==> src/rtl/dac_seq_pkg.sv <==
package dac_seq_pkg;

  typedef enum logic [1:0] {
    OP_WRITE     = 2'd0,
    OP_LOAD_BOTH = 2'd1,
    OP_PULSE_RST = 2'd2,
    OP_NOP       = 2'd3
  } op_e;

  typedef enum logic [2:0] {
    ST_IDLE = 3'd0,
    ST_SEL  = 3'd1,
    ST_GAP  = 3'd2,
    ST_LD   = 3'd3,
    ST_LH   = 3'd4,
    ST_RST  = 3'd5
  } st_e;

  // Whole cycles covering a nanosecond minimum, rounded up, never zero.
  function automatic int unsigned ns_to_cycles(input int unsigned ns,
                                               input int unsigned clk_ns);
    int unsigned c;
    if (clk_ns == 0) return 1;
    c = (ns + clk_ns - 1) / clk_ns;
    return (c == 0) ? 1 : c;
  endfunction

  function automatic int unsigned max2(input int unsigned a, input int unsigned b);
    return (a > b) ? a : b;
  endfunction

endpackage

==> src/rtl/dac_seq_timer.sv <==
module dac_seq_timer #(
  parameter int unsigned CNT_W = 3
) (
  input  logic             clk,
  input  logic             rst_n,
  input  logic             load,
  input  logic [CNT_W-1:0] len,
  output logic             expire
);

  logic [CNT_W-1:0] cnt_q;

  always_ff @(posedge clk or negedge rst_n) begin
    if (!rst_n)
      cnt_q <= '0;
    else if (load)
      cnt_q <= len - CNT_W'(1);
    else if (cnt_q != '0)
      cnt_q <= cnt_q - CNT_W'(1);
  end

  assign expire = (cnt_q == '0);

endmodule

==> src/rtl/dac_seq_fsm.sv <==
module dac_seq_fsm
  import dac_seq_pkg::*;
#(
  parameter int unsigned L_CS   = 3,
  parameter int unsigned L_DH   = 1,
  parameter int unsigned L_LS   = 2,
  parameter int unsigned L_LDW  = 2,
  parameter int unsigned L_LH   = 1,
  parameter int unsigned L_RSW  = 3,
  parameter int unsigned CNT_W  = 3
) (
  input  logic             clk,
  input  logic             rst_n,
  input  logic             cmd_valid,
  input  logic [1:0]       cmd_op,
  input  logic             cmd_chan,
  input  logic             cmd_defer,
  input  logic             tmr_expire,
  output st_e              st_nx,
  output logic             tmr_load,
  output logic [CNT_W-1:0] tmr_len,
  output logic             accept,
  output logic             wr_take,
  output logic [1:0]       ld_mask,
  output logic             cmd_ready
);

  localparam int unsigned L_GAPLD = max2(L_DH, L_LS);

  st_e        st_q;
  logic [1:0] mask_q, mask_d;
  op_e        op;

  assign op        = op_e'(cmd_op);
  assign cmd_ready = (st_q == ST_IDLE);
  assign accept    = cmd_valid && cmd_ready;
  assign wr_take   = accept && (op == OP_WRITE);
  assign ld_mask   = mask_q;

  always_comb begin
    st_nx  = st_q;
    mask_d = mask_q;
    unique case (st_q)
      ST_IDLE: begin
        if (accept) begin
          unique case (op)
            OP_WRITE: begin
              st_nx  = ST_SEL;
              mask_d = cmd_defer ? 2'b00 : (cmd_chan ? 2'b10 : 2'b01);
            end
            OP_LOAD_BOTH: begin
              st_nx  = ST_GAP;
              mask_d = 2'b11;
            end
            OP_PULSE_RST: begin
              st_nx  = ST_RST;
              mask_d = 2'b00;
            end
            default: st_nx = ST_IDLE;
          endcase
        end
      end
      ST_SEL:  if (tmr_expire) st_nx = ST_GAP;
      ST_GAP:  if (tmr_expire) st_nx = (mask_q != 2'b00) ? ST_LD : ST_IDLE;
      ST_LD:   if (tmr_expire) st_nx = ST_LH;
      ST_LH:   if (tmr_expire) st_nx = ST_IDLE;
      ST_RST:  if (tmr_expire) st_nx = ST_IDLE;
      default: st_nx = ST_IDLE;
    endcase
  end

  assign tmr_load = (st_nx != st_q);

  always_comb begin
    unique case (st_nx)
      ST_SEL:  tmr_len = CNT_W'(L_CS);
      ST_GAP: begin
        if (st_q == ST_IDLE)       tmr_len = CNT_W'(L_LS);
        else if (mask_q != 2'b00)  tmr_len = CNT_W'(L_GAPLD);
        else                       tmr_len = CNT_W'(L_DH);
      end
      ST_LD:   tmr_len = CNT_W'(L_LDW);
      ST_LH:   tmr_len = CNT_W'(L_LH);
      ST_RST:  tmr_len = CNT_W'(L_RSW);
      default: tmr_len = CNT_W'(1);
    endcase
  end

  always_ff @(posedge clk or negedge rst_n) begin
    if (!rst_n) begin
      st_q   <= ST_IDLE;
      mask_q <= 2'b00;
    end else begin
      st_q   <= st_nx;
      mask_q <= mask_d;
    end
  end

endmodule

==> src/rtl/dac_seq_pins.sv <==
module dac_seq_pins
  import dac_seq_pkg::*;
#(
  parameter int unsigned DATA_W = 12
) (
  input  logic              clk,
  input  logic              rst_n,
  input  st_e               st_nx,
  input  logic              wr_take,
  input  logic              cmd_chan,
  input  logic [DATA_W-1:0] cmd_data,
  input  logic [1:0]        ld_mask,
  output logic              dac_cs_n,
  output logic              dac_sel,
  output logic [DATA_W-1:0] dac_data,
  output logic [1:0]        dac_ld_n,
  output logic              dac_rst_n
);

  always_ff @(posedge clk or negedge rst_n) begin
    if (!rst_n) begin
      dac_cs_n  <= 1'b1;
      dac_sel   <= 1'b0;
      dac_data  <= '0;
      dac_ld_n  <= 2'b11;
      dac_rst_n <= 1'b1;
    end else begin
      dac_cs_n  <= (st_nx != ST_SEL);
      dac_rst_n <= (st_nx != ST_RST);
      dac_ld_n  <= (st_nx == ST_LD) ? ~ld_mask : 2'b11;
      if (wr_take) begin
        dac_sel  <= cmd_chan;
        dac_data <= cmd_data;
      end
    end
  end

endmodule

==> src/rtl/dac_bus_seq.sv <==
module dac_bus_seq
  import dac_seq_pkg::*;
#(
  parameter int unsigned DATA_W        = 12,
  parameter int unsigned CLK_NS        = 10,
  parameter int unsigned CS_LOW_NS     = 30,
  parameter int unsigned SEL_SETUP_NS  = 30,
  parameter int unsigned DATA_SETUP_NS = 30,
  parameter int unsigned DATA_HOLD_NS  = 10,
  parameter int unsigned LD_SETUP_NS   = 20,
  parameter int unsigned LD_HOLD_NS    = 10,
  parameter int unsigned LD_LOW_NS     = 20,
  parameter int unsigned RST_LOW_NS    = 30
) (
  input  logic              clk,
  input  logic              rst_n,
  input  logic              cmd_valid,
  output logic              cmd_ready,
  input  logic [1:0]        cmd_op,
  input  logic              cmd_chan,
  input  logic              cmd_defer,
  input  logic [DATA_W-1:0] cmd_data,
  output logic              dac_cs_n,
  output logic              dac_sel,
  output logic [DATA_W-1:0] dac_data,
  output logic [1:0]        dac_ld_n,
  output logic              dac_rst_n
);

  // Interval lengths in cycles
  localparam int unsigned L_CS  = max2(ns_to_cycles(CS_LOW_NS, CLK_NS),
                                       max2(ns_to_cycles(SEL_SETUP_NS, CLK_NS),
                                            ns_to_cycles(DATA_SETUP_NS, CLK_NS)));
  localparam int unsigned L_DH  = ns_to_cycles(DATA_HOLD_NS, CLK_NS);
  localparam int unsigned L_LS  = ns_to_cycles(LD_SETUP_NS, CLK_NS);
  localparam int unsigned L_LDW = ns_to_cycles(LD_LOW_NS, CLK_NS);
  localparam int unsigned L_LH  = ns_to_cycles(LD_HOLD_NS, CLK_NS);
  localparam int unsigned L_RSW = ns_to_cycles(RST_LOW_NS, CLK_NS);
  localparam int unsigned L_MAX = max2(max2(L_CS, max2(L_DH, L_LS)),
                                       max2(max2(L_LDW, L_LH), L_RSW));
  localparam int unsigned CNT_W = $clog2(L_MAX + 1);

  // Internal events, named for the checker
  st_e              st_nx;
  logic             tmr_load;
  logic [CNT_W-1:0] tmr_len;
  logic             tmr_expire;
  logic             accept;
  logic             wr_take;
  logic [1:0]       ld_mask;

  dac_seq_fsm #(
    .L_CS (L_CS), .L_DH (L_DH), .L_LS (L_LS),
    .L_LDW(L_LDW), .L_LH(L_LH), .L_RSW(L_RSW), .CNT_W(CNT_W)
  ) u_fsm (
    .clk       (clk),
    .rst_n     (rst_n),
    .cmd_valid (cmd_valid),
    .cmd_op    (cmd_op),
    .cmd_chan  (cmd_chan),
    .cmd_defer (cmd_defer),
    .tmr_expire(tmr_expire),
    .st_nx     (st_nx),
    .tmr_load  (tmr_load),
    .tmr_len   (tmr_len),
    .accept    (accept),
    .wr_take   (wr_take),
    .ld_mask   (ld_mask),
    .cmd_ready (cmd_ready)
  );

  dac_seq_timer #(.CNT_W(CNT_W)) u_tmr (
    .clk   (clk),
    .rst_n (rst_n),
    .load  (tmr_load),
    .len   (tmr_len),
    .expire(tmr_expire)
  );

  dac_seq_pins #(.DATA_W(DATA_W)) u_pins (
    .clk      (clk),
    .rst_n    (rst_n),
    .st_nx    (st_nx),
    .wr_take  (wr_take),
    .cmd_chan (cmd_chan),
    .cmd_data (cmd_data),
    .ld_mask  (ld_mask),
    .dac_cs_n (dac_cs_n),
    .dac_sel  (dac_sel),
    .dac_data (dac_data),
    .dac_ld_n (dac_ld_n),
    .dac_rst_n(dac_rst_n)
  );

endmodule

==> config.mk <==
export PLATFORM = sky130hd
export DESIGN_NAME = dac_bus_seq
export DESIGN_NICKNAME = d
export VERILOG_FILES = /design/src/rtl/dac_seq_pkg.sv /design/src/rtl/dac_seq_timer.sv /design/src/rtl/dac_seq_fsm.sv /design/src/rtl/dac_seq_pins.sv /design/src/rtl/dac_bus_seq.sv
export SDC_FILE = /design/constraint.sdc
export NUM_CORES = 1
export LEC_CHECK = 0
export BUFFER_PORTS_ARGS = -buffer_cell sky130_fd_sc_hd__buf_2
export CORE_UTILIZATION = 40
export CTS_CLUSTER_SIZE = 20
export DETAILED_ROUTE_END_ITERATION = 7
export GPL_TIMING_DRIVEN = 0
export PLACE_DENSITY = 0.67
export SETUP_SLACK_MARGIN = 0.02
export SLEW_MARGIN = 25
export SYNTH_ARGS = -nofsm -noshare
export SYNTH_HDL_FRONTEND = slang
export SYNTH_HIERARCHICAL = 1
export SYNTH_SLANG_ARGS = --single-unit
==> constraint.sdc <==
create_clock -name clk -period 2.12 [get_ports clk]
set_clock_uncertainty 0.2 [all_clocks]
set_input_delay 0.318 -clock clk [delete_from_list [all_inputs] [get_ports clk]]
set_output_delay 0.318 -clock clk [all_outputs]
set_load 0.005 [all_outputs]
* Yosys cells after proc, flatten, opt, wreduce, memory -nomap -nowiden *
Cells that the tools add are included.

operators by class
  muxes and demuxes = 17
  bitwise gates (word level) = 1
  equality and inequality tests = 14
  $add $sub $neg = 2
  reduce and logical (&&, ||, !) cells = 12

operator list
  cell                   count
  $mux W2                8
  $mux W3                5
  $pmux W3 S5            1
  $eq A3 B2 Y1 const B   4
  $pmux W2 S3            2
  $eq A3 B3 Y1 const B   3
  $pmux W3 S3            1
  $eq A3 B1 Y1 const B   2
  $reduce_bool A2 Y1     3
  $logic_not A2 Y1       2
  $reduce_or A2 Y1       2
  $sub A2 B1 Y2 const B  2
  $logic_not A3 Y1       1
  $ne A3 B1 Y1 const B   1
  $ne A3 B3 Y1           1
  $ne A3 B3 Y1 const B   1
  $reduce_and A3 Y1      1
  $reduce_bool A3 Y1     1
  $eq A2 B1 Y1 const B   1
  $eq A2 B2 Y1 const B   1
  $logic_and A1 B1 Y1    2
  $not A2 Y2             1

word-level totals
  output and inout bits = 18
  bits of input ports = 19
  flip-flop bits (word level) = 24

* Logic depth before layout (Yosys ltp) *
Gate-level depths: netlist of the first run.

  depth after elaboration = 9
  gate-level depth with buffers = 8

* Cells and area by module *
The synthesis of the first run kept the hierarchy.

by module, submodules not included
  module         sequential area each (µm²)  area each (µm²)  cells an instance  instances
  dac_seq_pins   430.4                       659.4            35                 1
  dac_seq_fsm    125.1                       496.7            50                 1
  dac_seq_timer  50.0                        92.6             8                  1

* Worst setup path after synthesis of the first run *
OpenSTA, ideal clock, no wires.

  path kind = flip-flop to flip-flop
  start point = register u_tmr.cnt_q[1]
  end point = register u_tmr.cnt_q[1]
  data required time = 1.787 ns
  cell stages (with the launch flop) = 8
  setup time = 0.133 ns
  clock period less this slack = 2.191 ns
  setup slack = -0.071 ns
  data arrival time = 1.857 ns
  path through = dfrtp_1 > nor2_1 > a21oi_1 > a221oi_2 > or3b_4 > o21ai_2 > xor2_1 > mux2i_1

on the way
  word-level cells in the longest chain between the ends = 8
  elaborated cells between the ends (all ways) = 19

RTL lines
  item                                                 RTL line             source
  start: declaration                                   dac_seq_timer.sv:11  logic [CNT_W-1:0] cnt_q;
  start signal: assignment                             dac_seq_timer.sv:17  cnt_q <= len - CNT_W'(1);
  start signal: assignment                             dac_seq_timer.sv:19  cnt_q <= cnt_q - CNT_W'(1);
  $logic_not A2 Y1 (*)                                 dac_seq_timer.sv:22  assign expire = (cnt_q == '0);
  via tmr_expire                                       dac_bus_seq.sv:47    logic tmr_expire;
  $mux W3, on equally long branches                    n/a
  $pmux W3 S5 (*)                                      dac_seq_fsm.sv:43    unique case (st_q)
  via st_nx[1]                                         dac_bus_seq.sv:44    st_e st_nx;
  $eq A3 B1 Y1 / $eq A3 B3 Y1 (equally long branches)  dac_seq_fsm.sv:75    unique case (st_nx)
  $reduce_or A2 Y1 (no line)                           n/a
  $pmux W2 S3 (*)                                      dac_seq_fsm.sv:75
  via tmr_len[0]                                       dac_bus_seq.sv:46    logic [CNT_W-1:0] tmr_len;
  $sub A2 B1 Y2 (*)                                    dac_seq_timer.sv:17
  $mux W2 (*)                                          dac_seq_timer.sv:16  else if (load)

The timed path passes the listed nets; every way through them passes the cells marked *. The select of a mux whose other input is x is not followed.
A chain may end at the register's enable or synchronous reset.

* Final worst setup path of the first run *
  start point = register u_fsm.st_q[0]
  end point = register u_tmr.cnt_q[1]

on the way
  word-level cells in the longest chain between the ends = 9
  elaborated cells between the ends (all ways) = 25

RTL lines
  item                                                 RTL line                              source
  start: declaration                                   dac_seq_fsm.sv:30                     st_e st_q;
  start signal: assignment                             dac_seq_fsm.sv:94                     st_q <= st_nx;
  $logic_not A3 Y1                                     dac_seq_fsm.sv:35, dac_seq_fsm.sv:43
  $logic_and A1 B1 Y1                                  dac_seq_fsm.sv:36                     assign accept = cmd_valid && cmd_ready;
  $mux W3                                              dac_seq_fsm.sv:45                     if (accept) begin
  $pmux W3 S5 (*)                                      dac_seq_fsm.sv:43
  via st_nx[1]                                         dac_bus_seq.sv:44
  $eq A3 B1 Y1 / $eq A3 B3 Y1 (equally long branches)  dac_seq_fsm.sv:75
  $reduce_or A2 Y1 (no line)                           n/a
  $pmux W2 S3 (*)                                      dac_seq_fsm.sv:75
  via tmr_len[0]                                       dac_bus_seq.sv:46
  $sub A2 B1 Y2 (*)                                    dac_seq_timer.sv:17
  $mux W2 (*)                                          dac_seq_timer.sv:16

The timed path passes the listed nets; every way through them passes the cells marked *.

==> impl.org, run 1 <==
** Setup path
- Traced cell by cell, the critical path runs through buf_6 > o21bai_4 > a221oi_4 > or3b_4 > o21ai_2 > xor2_1 > mux2i_1.
- By startpoint and endpoint, the worst setup path is classified as reg -> reg.
- Crit path max-delay cell type :: sky130_fd_sc_hd__or3b_4
- STA puts the critical path data arrival time at 2120 ps.
- Crit-path max FO :: 7
- For this run, the slowest stage of the critical path takes 430 ps.
- Critical path endpoint category :: flop
- Data required time at the worst endpoint :: 2110 ps
- Startpoint class of the critical path :: flop

** CTS
- CTS saw 24 sinks.
- Clock tree synthesis inserted a total of 3 buffers.
- H-tree lvl count :: 1
- Clock slew seen by the registers of the worst setup and hold paths :: 140 ps
- Clock latency on the worst-skew pair :: 320 ps
- TritonCTS clock tree :: built
- Number of buffers between clock root and the deepest sink :: 2
- The root buffer cell chosen for the clock tree is sky130_fd_sc_hd__clkbuf_4.

** Synth
- Leading register cell type out of synthesis :: sky130_fd_sc_hd__dfrtp_1
- The average instance in the mapped netlist occupies 13.4 µm².
- Number of warnings reported in the yosys synthesis log :: 6
- In the synthesized netlist, the number of instances is 93.
- Share of synthesized area occupied by flip-flops and latches :: 48.5%
- In this run, synthesis produced a sequential element count of 24.
- Counting flops with a built-in enable in the synthesized netlist gives 0.
- Async set or reset register ratio after synthesis :: 100%
- The synthesized netlist contains 35 unique library cells.
- Mapped cell area :: 1250 µm²
- Synthesized Nets :: 117

** Placement
- Cell Count Post-Placement :: 160
- At the end of routability-driven placement, the weighted congestion stood at 0.762.
- Post-DP HPWL :: 1710 µm
- Input and output buffers added on the ports amount to 36.

** Detailed routing
- The pre-antenna-repair detailed-routing pass consisted of 6 iterations.
- Drt first-iter violations :: 22
- In the final routed layout, each cell accounts on average for 14.0 µm.
- The final layout contains routed wiring with a total length of 2530 µm.
- Antenna violation net count after detailed routing :: 0
- After detailed routing, the number of remaining DRC violations is 1.
- The routed layout has 925 vias.
- In the routed layout, each cell is associated on average with a via count of 5.14.

** Timing
- Setup violations remaining at the end of the flow were counted as 1.
- The final critical path takes up 100% of the cycle.
- Normalized max-slew margin :: 64.8%
- Final hold slack :: 23.3 ps
- For the pin with the worst max-slew slack, the measured transition is 528 ps.
- Setup repair after global routing could not meet its margin everywhere.
- After routing, the total negative slack on setup checks comes to -3.57 ps.
- Number of endpoints with negative hold slack in the final report :: 0
- Final Max Slew Viols :: 0
- Minimum clock period after layout :: 2120 ps
- Maximum clock frequency :: 471 MHz
- Once routing completed, OpenROAD measured the worst setup slack at -3.57 ps.

** Finish
- Area taken by multi-input logic gates :: 638 µm²
- Leaving out fill and tap cells, the most frequent cell in the layout is sky130_fd_sc_hd__buf_2.
- Layout Cells excl Fill :: 180
- 0 antenna diodes ended up in the layout.
- Fill count :: 234
- Share of cells above drive strength 1 :: 58.4%
- At the end of the flow, the number of nets in the layout was 174.
- The top cell types in the final layout, fill and taps aside, are sky130_fd_sc_hd__buf_2, sky130_fd_sc_hd__dfrtp_1, sky130_fd_sc_hd__mux2_4.
- Total area of sequential cells :: 606 µm²
- Compared with the post-synthesis result, the final layout area differs by 37.5%.

** Power
- Net switching power :: 0.875 mW
- Internal :: 1.74 mW
- The worst-case IR drop observed on VDD is 702 µV.
- Leakage :: 0.833 nW
- Fraction of power spent switching nets :: 33.5%
- Per report_power, the clock group accounts for 12.5% of the total.
- Fraction of power consumed by combinational cells :: 56.0%
- Sum of internal, switching and leakage power :: 2.61 mW
- Sequential group share of total power :: 31.5%
- For this design the ratio of total power to cell area is 1520 nW/µm².

** Run status
- Violations in the final reports :: design-rule violations, negative setup slack
- The run finished, with violations left.

** Global routing
- The via count of the first global-routing pass came to 893.
- Wire length of the first global-routing pass :: 3970 µm
- Antenna violations before repair :: 0
- Remaining global-route overflow :: 0
- In the global route stage, overall resource usage came out at 15.7%.
- Pin count of the biggest net entering global routing :: 25

** Floorplan
- The die is 57.9 µm wide.
- Starting Density :: 43.8%
- After floorplanning, the core was sized to cover 2850 µm².
- The floorplan step set the die height to 57.9 µm.
- Overall die area :: 3350 µm²
- Pin placement for this block handled 37 I/O pins.
- Row Count :: 19

** Job
- MaxCap Viol Count :: 0

** Hold path
- Hold Crit Class :: in -> reg
[cell type report]
type | instances | area share (%)
Multi-Input combinational cell | 62 | 37.2
Sequential cell | 24 | 35.3
Timing Repair Buffer | 52 | 18.4
Buffer | 4 | 3.13
Tap cell | 31 | 2.26
Clock inverter | 1 | 1.75
Clock buffer | 3 | 1.31
Inverter | 3 | 0.656
[cells by family (layout without fill, tap and decap cells)]
| group | Yosys count | in the layout | synth area share, % |
|---|---|---|---|
| buffers and inverters | 7 | 63 | 5.21 |
| AOI/OAI and AO/OA | 15 | 15 | 9.52 |
| xor gates and xnor gates | 1 | 1 | 0.702 |
| muxes | 16 | 16 | 17.2 |
| adders and majority gates | 5 | 5 | 5.01 |
| and+or+nand+nor | 25 | 25 | 13.8 |
| DFF | 24 | 24 | 48.5 |
[repair_timing]
action / in CTS / in global routing
hold buffers: 1 / 4
hold endpoints to repair: 20 / 4
setup buffers: 9 / 2
setup endpoints to repair: 2 / 13
pin swaps: 5 / 7
resized for setup: 3 / 6
[sequential cells by signal, summed over array words and instances (netlist names)]
signal	flops
u_pins/dac_data	12
u_pins/dac_rst_n	1
u_pins/dac_ld_n	2
u_fsm/st_q	3
u_pins/dac_cs_n	1
u_pins/dac_sel	1
u_fsm/ld_mask	2
u_tmr/cnt_q	2
[per-layer routing]
metal	global-route usage, %	vias up	wire (µm)	share of wire, %
met4	6.80	0	59	2.3
li1	-	444	-	-
met1	19.1	448	1110	44
met2	25.6	25	1250	50
met5	0	-	0	0
met3	4.91	8	108	4.3
[cell usage after synthesis, types with 2 or more instances]
cell | instances | area share (%)
sky130_fd_sc_hd__mux2_2 | 4 | 3.6
sky130_fd_sc_hd__dfstp_2 | 4 | 8.4
sky130_fd_sc_hd__inv_1 | 3 | 0.90
sky130_fd_sc_hd__ha_1 | 5 | 5.0
sky130_fd_sc_hd__mux2_4 | 10 | 12
sky130_fd_sc_hd__nand2_1 | 4 | 1.2
sky130_fd_sc_hd__nand2b_1 | 2 | 1.0
sky130_fd_sc_hd__nor3b_1 | 2 | 1.2
sky130_fd_sc_hd__buf_6 | 3 | 2.7
sky130_fd_sc_hd__a21oi_1 | 2 | 0.80
sky130_fd_sc_hd__dfrtp_1 | 20 | 40
sky130_fd_sc_hd__nand4b_1 | 2 | 1.4
sky130_fd_sc_hd__mux2i_1 | 2 | 1.6
sky130_fd_sc_hd__and2_1 | 2 | 1.0
sky130_fd_sc_hd__o21ai_0 | 2 | 0.80
sky130_fd_sc_hd__o21a_1 | 2 | 1.2
sky130_fd_sc_hd__nand3b_1 | 2 | 1.2
sky130_fd_sc_hd__nor2_1 | 4 | 1.2
sky130_fd_sc_hd__nor3_1 | 2 | 0.80
[worst paths after layout]
kind,endpoint,slack [ps],cells past startpoint,startpoint
min,u_pins/dac_data[4]$_DFFE_PN0P_,20,2,cmd_data[4]
max reg2reg,u_tmr/cnt_q[1]$_DFFE_PN0P_,-4,7,u_fsm/st_q[0]$_DFF_PN0_
min in group asynchronous,u_fsm/st_q[0]$_DFF_PN0_,280,2,rst_n
min reg2reg,u_pins/dac_data[8]$_DFFE_PN0P_,330,1,u_pins/dac_data[8]$_DFFE_PN0P_
max in group asynchronous,u_pins/dac_data[11]$_DFFE_PN0P_,1060,2,rst_n
max,u_tmr/cnt_q[1]$_DFFE_PN0P_,-4,7,u_fsm/st_q[0]$_DFF_PN0_
[power by group through the flow]
stage                     Sequential, mW  Combinational [mW]  Clock (mW)
final                              0.824                1.46       0.326
after global routing               0.848                1.57       0.354
after CTS                          0.825                1.38       0.339
after detailed placement           0.833                1.18           0
after global placement             0.822                1.15           0
after floorplan                    0.832               0.856           0
[stage by stage]
stage	instance area, µm²	utilization, %	worst slack (ps)
finish	1720	60.2	-3.57
global placement	1490	52.3	-197
global route	1720	60.2	-69.0
detailed placement	1490	52.3	-232
floorplan	1270	-	53.3
CTS	1640	57.4	6.87
[critical path: cells and delay by family, from the launching register on]
kind | cells | cell delay, ps
flip-flops | 1 | 410
AO/OA/AOI/OAI | 3 | 560
multiplexers | 1 | 100
AND/OR/NAND/NOR | 1 | 430
buffers and inverters | 1 | 130
XOR/XNOR | 1 | 160
Power figures use the tool's default switching activity.
==> run 2: changes to the inputs <==
--- a/config.mk
+++ b/config.mk
@@ -10,7 +10,6 @@
 export CTS_CLUSTER_SIZE = 20
 export DETAILED_ROUTE_END_ITERATION = 7
 export GPL_TIMING_DRIVEN = 0
-export PLACE_DENSITY = 0.67
 export SETUP_SLACK_MARGIN = 0.02
 export SLEW_MARGIN = 25
 export SYNTH_ARGS = -nofsm -noshare
==> constraint.sdc (replaced) <==
create_clock -name clk -period 2.3 [get_ports clk]
set_clock_uncertainty 0.2 [all_clocks]
set_input_delay 0.345 -clock clk [delete_from_list [all_inputs] [get_ports clk]]
set_output_delay 0.345 -clock clk [all_outputs]
set_load 0.005 [all_outputs]
==> run 2 against run 1 <==
Against the previous run:
- the flow finishes with violations (design-rule violations)
- clock power fell by 8.9%
- sequential power decreased by 9.5%
- sequential cell count unchanged
- die area stayed put
- combinational power fell by 23%
- wire length down 11%
- total power down 17%
- global-route usage decreased by 0.13 points
- critical path depth stayed put
- clock-buffer cell count stayed put
==> impl.org, run 2 (same netlist as run 1, synthesis figures left out) <==
** Run status
- The flow ran to the end, but the final reports show violations.
- Violations in the final reports :: design-rule violations

** Floorplan
- The area of the core is 2850 µm² (unchanged).
- The starting density of the core was 43.8% (unchanged).
- Overall die area :: 3350 µm² (unchanged)
- The width of the die was 57.9 µm (unchanged).
- Overall die height :: 57.9 µm (unchanged)
- Row Count :: 19 (unchanged)
- I/O pin count :: 37 (unchanged)

** Hold path
- Capture endpoint of the worst hold path :: u_pins/dac_data[9]$_DFFE_PN0P_
- The worst hold path begins at cmd_data[9].
- Hold Crit Class :: in -> reg
- The cell depth of the worst min-delay path is 2 (unchanged).

** Power
- The switching power as a share of total power is 33.3% (-0.13 points).
- The static leakage was 0.755 nW (-9.3%).
- The switching power is 0.720 mW (-18%).
- Part of the total power dissipated in the clock network :: 13.8% (+1.3 points)
- Fraction of power consumed by combinational cells :: 51.7% (-4.3 points)
- The share of total power in sequential cells was 34.6% (+3.1 points).
- The worst IR drop on VDD was 809 µV (+15%).
- Internal :: 1.44 mW (-17%)
- Pwr per Cell Area :: 1380 nW/µm² (-9.4%)

** CTS
- Clock latency on the worst-skew pair :: 310 ps (about the same)
- The depth of the CTS H-tree was 1 (unchanged).
- TritonCTS clock tree :: built
- The clock transition at the registers of the reported paths was 130 ps (about the same).
- The worst-case clock buffer depth is 2 (unchanged).
- Root buffer cell :: sky130_fd_sc_hd__clkbuf_4
- Clk sinks :: 24 (unchanged)
- The CTS buffer count was 3 (unchanged).

** Global routing
- The total track usage is 15.6% (-0.13 points).
- The global routing stage identified its most utilized layer as met2.
- Via count of the first global-routing pass :: 890 (-0.34%)
- Remaining global-route overflow :: 0 (unchanged)
- GR Layer Usage met1 :: 19.1% (about the same)
- Pin count of the biggest net entering global routing :: 25 (unchanged)
- Wire length of the first global-routing pass :: 3930 µm (-1.0%)
- The global-route track usage on met2 was 26.3% (+0.66 points).
- The met3 usage in global routing is 5.13% (+0.22 points).
- The initial antenna violation count came to 0 (unchanged).

** Finish
- The final-stage net count was 161 (-7.5%).
- Leading cell type in the layout, fill and taps excluded :: sky130_fd_sc_hd__buf_2
- Layout Cells excl Fill :: 167 (-7.2%)
- The cell area after layout was 1560 µm² (-8.9%).
- The utilization after layout is 54.8% (-5.4 points).
- The library cells used most frequently in the layout, excluding fill and tap cells, are sky130_fd_sc_hd__buf_2, sky130_fd_sc_hd__dfrtp_1, sky130_fd_sc_hd__mux2_4.
- Number of flip-flops under the largest register name :: 12 (unchanged)
- Number of inserted diodes :: 0 (unchanged)
- Biggest registers after layout :: u_pins/dac_data x12, u_fsm/st_q x3
- Ranked by flip-flop count, first place goes to u_pins/dac_data.
- The share of cells above drive strength 1 is 52.9% (-5.4 points).
- Compared with the post-synthesis result, the final layout area differs by 25.3%.

** Detailed routing
- The number of DRC markers after the initial detailed-route iteration was 26 (+18%).
- Via-per-instance ratio :: 5.25 (+2.1%)
- Detailed-route wire length per cell :: 13.5 µm (-3.6%)
- Antenna violation net count after detailed routing :: 0 (unchanged)
- The final wirelength is 2260 µm (-11%).
- Number of optimization iterations in the first detailed-route pass :: 6 (unchanged)
- Count of unresolved DRC violations after routing :: 2 (+1)
- Total via count in the routed design :: 876 (-5.3%)

** Setup path
- Critical path endpoint category :: flop
- The length in cells of the worst reg-to-reg path came to 7 (unchanged).
- Worst Setup Path Type :: reg -> reg
- The worst register-to-register path ends at u_tmr/cnt_q[1]$_DFFE_PN0P_.
- Arrival time worst endpoint :: 2130 ps (about the same)
- The buffer and inverter count on the worst path is 1 (unchanged).
- The delay contributed by the slowest stage of the critical path was 440 ps (about the same).
- The largest fanout on the critical path was 10 (+3).
- The worst register-to-register path begins at u_fsm/st_q[0]$_DFF_PN0_.
- The register-to-register setup slack came to 160 ps (+160 ps).
- Critical path cell sequence :: buf_6 > o21bai_1 > a221oi_4 > or3b_4 > o21ai_2 > xor2_1 > mux2i_1
- For this design, the slowest cell found on the critical path is sky130_fd_sc_hd__or3b_4.
- The worst setup path is launched from a flop.
- The data required time at the worst endpoint was 2290 ps (+180 ps).
- Family with the most delay on the worst path :: compound AO/OA/AOI/OAI gates

** Job
- MaxCap Viol Count :: 0 (unchanged)

** Placement
- Area of placed instances :: 1470 µm² (-1.7%)
- The worst slack at placement is -194 ps (+38.2 ps).
- The routability congestion estimate is 0.710 (-6.8%).
- Cell Count Post-Placement :: 160 (unchanged)
- PortBufs :: 36 (unchanged)

** Timing
- Normalized max-slew margin :: 66.0% (+1.2 points)
- The minimum hold slack is 50.1 ps (+26.8 ps).
- The fmax is 466 MHz (-0.98%).
- The final setup slack of the worst path is 156 ps (+159 ps).
- The post-route clock period utilization was 93.2% (-6.9 points).
- The final critical path time including I/O delays and setup is 2140 ps (+20.9 ps).
- Transition at the pin with the smallest max-transition slack :: 510 ps (-17.4 ps)
- Unrepaired setup endpoints after global routing :: false
- Final setup violating endpoints :: 0 (-1)
- Number of endpoints with negative hold slack in the final report :: 0 (unchanged)
- Final Max Slew Viols :: 0 (unchanged)
## run 2: worst max path at each step
stage / startpoint / end / depth (start not counted)
6_report: u_fsm/st_q[0]$_DFF_PN0_ / u_tmr/cnt_q[1]$_DFFE_PN0P_ / 7
5_1_grt: u_fsm/st_q[0]$_DFF_PN0_ / u_tmr/cnt_q[1]$_DFFE_PN0P_ / 7
4_1_cts: u_fsm/st_q[2]$_DFF_PN0_ / u_tmr/cnt_q[1]$_DFFE_PN0P_ / 7
3_5_place_dp: u_tmr/cnt_q[1]$_DFFE_PN0P_ / u_tmr/cnt_q[1]$_DFFE_PN0P_ / 7
3_3_place_gp: u_tmr/cnt_q[1]$_DFFE_PN0P_ / u_tmr/cnt_q[1]$_DFFE_PN0P_ / 7
2_1_floorplan: u_tmr/cnt_q[1]$_DFFE_PN0P_ / u_tmr/cnt_q[1]$_DFFE_PN0P_ / 7
## run 2: power groups by stage
stage                     combinational, mW  sequential, mW  clock, mW
after detailed placement               1.04           0.753          0
after global placement                 1.02           0.745          0
after floorplan                       0.746           0.755          0
after CTS                              1.11           0.752      0.310
final                                  1.12           0.746      0.297
after global routing                   1.23           0.769      0.326
## run 2: layer usage
layer  vias up  routed length [µm]
li1        417                   -
met1       429                 980
met2        28                1120
met3         2                 144
met4         0                  17
met5         -                   0
## run 2: timing repair
action / 4_1_cts / 5_1_grt
pin swaps: 1 / 1
hold buffers: 1 / 0
cloned: 0 / 0
resized for setup: 3 / 0
endpoints found under the setup margin: 1 / 1
endpoints found under the hold margin: 20 / 0
setup buffers: 1 / 1
## run 2: cell type report
| type | instances | area (µm²) |
|---|---|---|
| Clock inverter | 1 | 30.0 |
| Multi-Input combinational cell | 62 | 597 |
| Inverter | 3 | 11.3 |
| Clock buffer | 3 | 22.5 |
| Buffer | 4 | 53.8 |
| Fill cell | 267 | 1290 |
| Timing Repair Buffer | 39 | 205 |
| Sequential cell | 24 | 606 |
| Tap cell | 31 | 38.8 |
## run 2: per-stage QoR
stage | total power [mW] | setup TNS, ps
3_3_place_gp | 1.77 | -151
3_5_place_dp | 1.80 | -194
2_1_floorplan | 1.50 | 0
6_report | 2.16 | 0
5_1_grt | 2.33 | 0
4_1_cts | 2.17 | 0
## run 2: worst reg2reg max path, cell delays in order (launching register included)
cell                       delay, ps
sky130_fd_sc_hd__dfrtp_1         400
sky130_fd_sc_hd__buf_6           140
sky130_fd_sc_hd__o21bai_1        210
sky130_fd_sc_hd__a221oi_4        320
sky130_fd_sc_hd__or3b_4          440
sky130_fd_sc_hd__o21ai_2          70
sky130_fd_sc_hd__xor2_1          150
sky130_fd_sc_hd__mux2i_1          90
==> run 3: changes to the inputs <==
--- a/config.mk
+++ b/config.mk
@@ -10,9 +10,9 @@
 export CTS_CLUSTER_SIZE = 20
 export DETAILED_ROUTE_END_ITERATION = 7
 export GPL_TIMING_DRIVEN = 0
+export PLACE_DENSITY = 0.65
 export SETUP_SLACK_MARGIN = 0.02
 export SLEW_MARGIN = 25
 export SYNTH_ARGS = -nofsm -noshare
 export SYNTH_HDL_FRONTEND = slang
-export SYNTH_HIERARCHICAL = 1
 export SYNTH_SLANG_ARGS = --single-unit
==> run 3 against run 2 <==
Against the previous run:
- the run now ends clean
- combinational power down 39%
- total power is 25% lower
- clock-buffer cell count grew 1
- global-route usage is 0.63 points lower
- cell count decreased by 1.8%
- area after synthesis down 8.0%
- fmax up 3.2%
- register-to-register slack better by 70 ps
- sequential power down 3.5%
- sequential cell count did not move
- critical endpoint is now u_pins.dac_cs_n$_DFF_PN1_
- highest routed layer unchanged
==> impl.org, run 3 <==
** Synth
- The post-synthesis instance area was 1150 µm² (-8.0%).
- The number of distinct library cells after synthesis came to 33 (-5.7%).
- Commonest cells in the synthesized netlist :: sky130_fd_sc_hd__dfrtp_1, sky130_fd_sc_hd__mux2_2
- Ranked by total cell area, the synthesized netlist is headed by sky130_fd_sc_hd__dfrtp_1, sky130_fd_sc_hd__mux2_2, sky130_fd_sc_hd__dfstp_2, sky130_fd_sc_hd__ha_1, sky130_fd_sc_hd__nand3_1.
- The gate count of the mapped netlist is 92 (-1.1%).
- Share of synthesized area occupied by flip-flops and latches :: 52.7% (+4.2 points)
- The mean instance size in the synthesized netlist is 12.5 µm² (-7.0%).
- Number of flops mapped to enable cells by yosys :: 0 (unchanged)
- Share of the synthesized area in the top cell type :: 43.6% (+3.5 points)
- Async set or reset register ratio after synthesis :: 100% (unchanged)
- Leading register cell type out of synthesis :: sky130_fd_sc_hd__dfrtp_1
- The number of synthesized register bits was 24 (unchanged).
- Cell accounting for the most synthesized area :: sky130_fd_sc_hd__dfrtp_1
- The number of nets produced by synthesis is 116 (-0.85%).
- The count of synthesis-stage warnings from yosys came to 0 (-6).
- Yosys instantiated no cell more often than sky130_fd_sc_hd__dfrtp_1.

** Finish
- The final-stage net count came to 158 (-1.9%).
- Relative to the synthesized area, the layout overhead comes to 23.1%.
- Leaving out fill and tap cells, the most frequent cell in the layout is sky130_fd_sc_hd__buf_2.
- Finished Core Util :: 51.7% (-3.1 points)
- In the layout the commonest cells are sky130_fd_sc_hd__buf_2, sky130_fd_sc_hd__dfrtp_1, sky130_fd_sc_hd__mux2_2.
- The number of flip-flops in the largest register was 12 (unchanged).
- Share of cells above drive strength 1 :: 47.4% (-5.6 points)
- Fill count :: 264 (-1.1%)
- Number of inserted diodes :: 0 (unchanged)
- Biggest registers after layout :: u_pins.dac_data x12, u_fsm.st_q x3
- u_pins.dac_data holds more flip-flops than any other register.

** CTS
- Number of buffers between clock root and the deepest sink :: 2 (unchanged)
- TritonCTS built the clock tree.
- Number of buffers created by CTS :: 3 (unchanged)
- Resize count post-CTS :: 0 (-3)
- The CTS sink count is 24 (unchanged).
- Root buffer cell :: sky130_fd_sc_hd__clkbuf_4
- The clock transition at the registers of the reported paths came to 120 ps (about the same).
- Clock latency on the worst-skew pair :: 300 ps (about the same)
- The depth of the CTS H-tree is 1 (unchanged).

** Setup path
- Startpoint class of the critical path :: flop
- For this design, the slowest cell found on the critical path is sky130_fd_sc_hd__dfrtp_1.
- The length in cells of the worst reg-to-reg path is 5 (-2).
- CP bufs+invs :: 1 (unchanged)
- Worst Setup Path Type :: reg -> reg
- Longest individual stage delay on the worst path :: 440 ps (about the same)
- Data required time at the worst endpoint :: 2330 ps (+40 ps)
- The data arrival time of the worst path came to 2110 ps (-20 ps).
- STA classifies the critical path endpoint as a flop.
- Traced cell by cell, the critical path runs through or2_2 > a221oi_1 > o21a_1 > inv_1 > or3_1.
- The largest fanout on the critical path came to 5 (-5).
- The register-to-register setup slack was 220 ps (+70 ps).
- Family with the most delay on the worst path :: simple AND/OR/NAND/NOR gates
- Worst r2r dst :: u_pins.dac_cs_n$_DFF_PN1_
- The startpoint identified for the worst register-to-register timing path is u_tmr.cnt_q[1]$_DFFE_PN0P_.

** Hold path
- Capture endpoint of the worst hold path :: u_pins.dac_data[11]$_DFFE_PN0P_
- The cell depth of the worst min-delay path was 2 (unchanged).
- In this run the worst hold path is classified as in -> reg.
- The startpoint identified for the worst hold timing path is cmd_data[11].

** Power
- Internal :: 1.06 mW (-26%)
- Net switching power :: 0.556 mW (-23%)
- Pwr per Cell Area :: 1140 nW/µm² (-17%)
- The combinational cell fraction of total power is 42.4% (-9.3 points).
- Sum of internal, switching and leakage power :: 1.62 mW (-25%)
- Sequential group share of total power :: 44.6% (+10 points)
- Part of the total power dissipated in the clock network :: 13.0% (-0.8 points)
- Fraction of power spent switching nets :: 34.4% (+1.0 points)
- Worst VDD drop :: 773 µV (-4.4%)
- The static leakage came to 0.676 nW (-11%).

** Global routing
- The maximum number of pins on one net before global-route repair was 25 (unchanged).
- Remaining global-route overflow :: 0 (unchanged)
- Antenna violations before repair :: 0 (unchanged)
- The first-pass GRT wire length is 3570 µm (-9.3%).
- The total track usage came to 14.9% (-0.63 points).
- The via count of the first global-routing pass is 791 (-11%).

** Timing
- Setup repair after global routing left no endpoint under its margin.
- The number of hold-slack violations in the final timing report is 0 (unchanged).
- The minimum hold slack came to 65.9 ps (+15.8 ps).
- Maximum clock frequency :: 481 MHz (+3.2%)
- The final sum of negative setup slack is 0 ps (unchanged).
- The number of pins exceeding their max-slew limit in the final report was 0 (unchanged).
- The count of final setup violators is 0 (unchanged).
- The pin slew with the least headroom to its limit is 524 ps (+13.4 ps).
- Normalized max-slew margin :: 64.7% (-1.3 points)
- The post-route clock period utilization was 90.4% (-2.9 points).
- Minimum clock period after layout :: 2080 ps (-66.2 ps)

** Job
- The total of max-cap violations came to 0 (unchanged).

** Placement
- The number of input and output port buffers inserted came to 36 (unchanged).
- Post-DP HPWL :: 1640 µm
- Final weighted congestion in routability-driven placement :: 0.848 (+19%)

** Detailed routing
- The average wire per standard cell was 12.7 µm (-5.9%).
- The number of search-and-repair iterations in the first detailed-routing pass came to 4 (-2).
- The count of unresolved DRC violations after routing came to 0 (-2).
- The number of DRC markers after the initial detailed-route iteration is 18 (-31%).
- The number of vias per cell after detailed routing is 5.10 (-2.8%).
- The vias after detailed routing came to 836 (-4.6%).
- The final wirelength came to 2090 µm (-7.6%).
- Antenna violation net count after detailed routing :: 0 (unchanged)

** Floorplan
- The starting density of the core is 42.0% (-1.8 points).
- The area of the core came to 2730 µm² (-4.2%).
- I/O pin count :: 37 (unchanged)
- The area of the die is 3090 µm² (-7.7%).
- Overall die height :: 55.6 µm (-3.9%)
- Row Count :: 19 (unchanged)
- Die Width :: 55.6 µm (-3.9%)

** Run status
- The run finished with clean final reports.
==> run 3: area by class of cell <==
class	instances	area [µm²]	share of cell area (%)
well taps	31	38.8	2.74
inverters	5	18.8	1.33
repair buffers	37	190	13.5
multi-input cells	61	508	35.9
flip-flops and latches	24	606	42.8
plain buffers	2	16.3	1.15
clock buffers	4	36.3	2.57
==> run 3: what timing repair did <==
action / 4_1_cts / 5_1_grt
hold buffers: 1 / 0
endpoints found under the hold margin: 20 / 0
buffers inserted: 0 / 0
setup endpoints to repair: 0 / 0
==> run 3: how the worst max path moves through the flow <==
stage / depth (start not counted) / to / start
detailed placement: 5 / u_pins.dac_cs_n$_DFF_PN1_ / u_tmr.cnt_q[1]$_DFFE_PN0P_
global placement: 5 / u_pins.dac_cs_n$_DFF_PN1_ / u_tmr.cnt_q[1]$_DFFE_PN0P_
global route: 5 / u_pins.dac_cs_n$_DFF_PN1_ / u_tmr.cnt_q[0]$_DFFE_PN0P_
floorplan: 5 / u_pins.dac_ld_n[0]$_DFF_PN1_ / u_fsm.st_q[1]$_DFF_PN0_
CTS: 5 / u_pins.dac_cs_n$_DFF_PN1_ / u_tmr.cnt_q[1]$_DFFE_PN0P_
finish: 5 / u_pins.dac_cs_n$_DFF_PN1_ / u_tmr.cnt_q[1]$_DFFE_PN0P_
==> run 3: logic make-up (layout without fill, tap and decap cells) <==
family	after synthesis	count (layout)	share of synthesized area (%)
fa+ha+maj	5	5	5.45
mux	13	13	12.7
flops	24	24	52.7
compound gates	16	16	10.7
buf+inv	7	48	3.05
simple gates	27	27	15.4
==> run 3: through the flow <==
step | cells | worst slack [ps] | cell area, µm²
2_1_floorplan | 92 | 374 | 1150
3_3_place_gp | 159 | 284 | 1370
3_5_place_dp | 159 | 229 | 1370
4_1_cts | 164 | 210 | 1410
5_1_grt | 164 | 82.1 | 1410
6_report | 164 | 222 | 1410
==> run 3: per-layer routing <==
layer  part of all wire (%)  wire, µm  GRT usage [%]
met1                     44       922           18.3
met4                    1.8        37           5.36
met3                    3.9        81           5.35
met5                      0         0              0
met2                     50      1050           24.3
==> run 3: power by group through the flow <==
stage	clock [mW]	sequential, mW	combinational (mW)
after floorplan	0	0.727	0.432
after global placement	0	0.722	0.673
after detailed placement	0	0.733	0.690
after CTS	0.220	0.723	0.693
after global routing	0.236	0.741	0.760
final	0.211	0.720	0.685
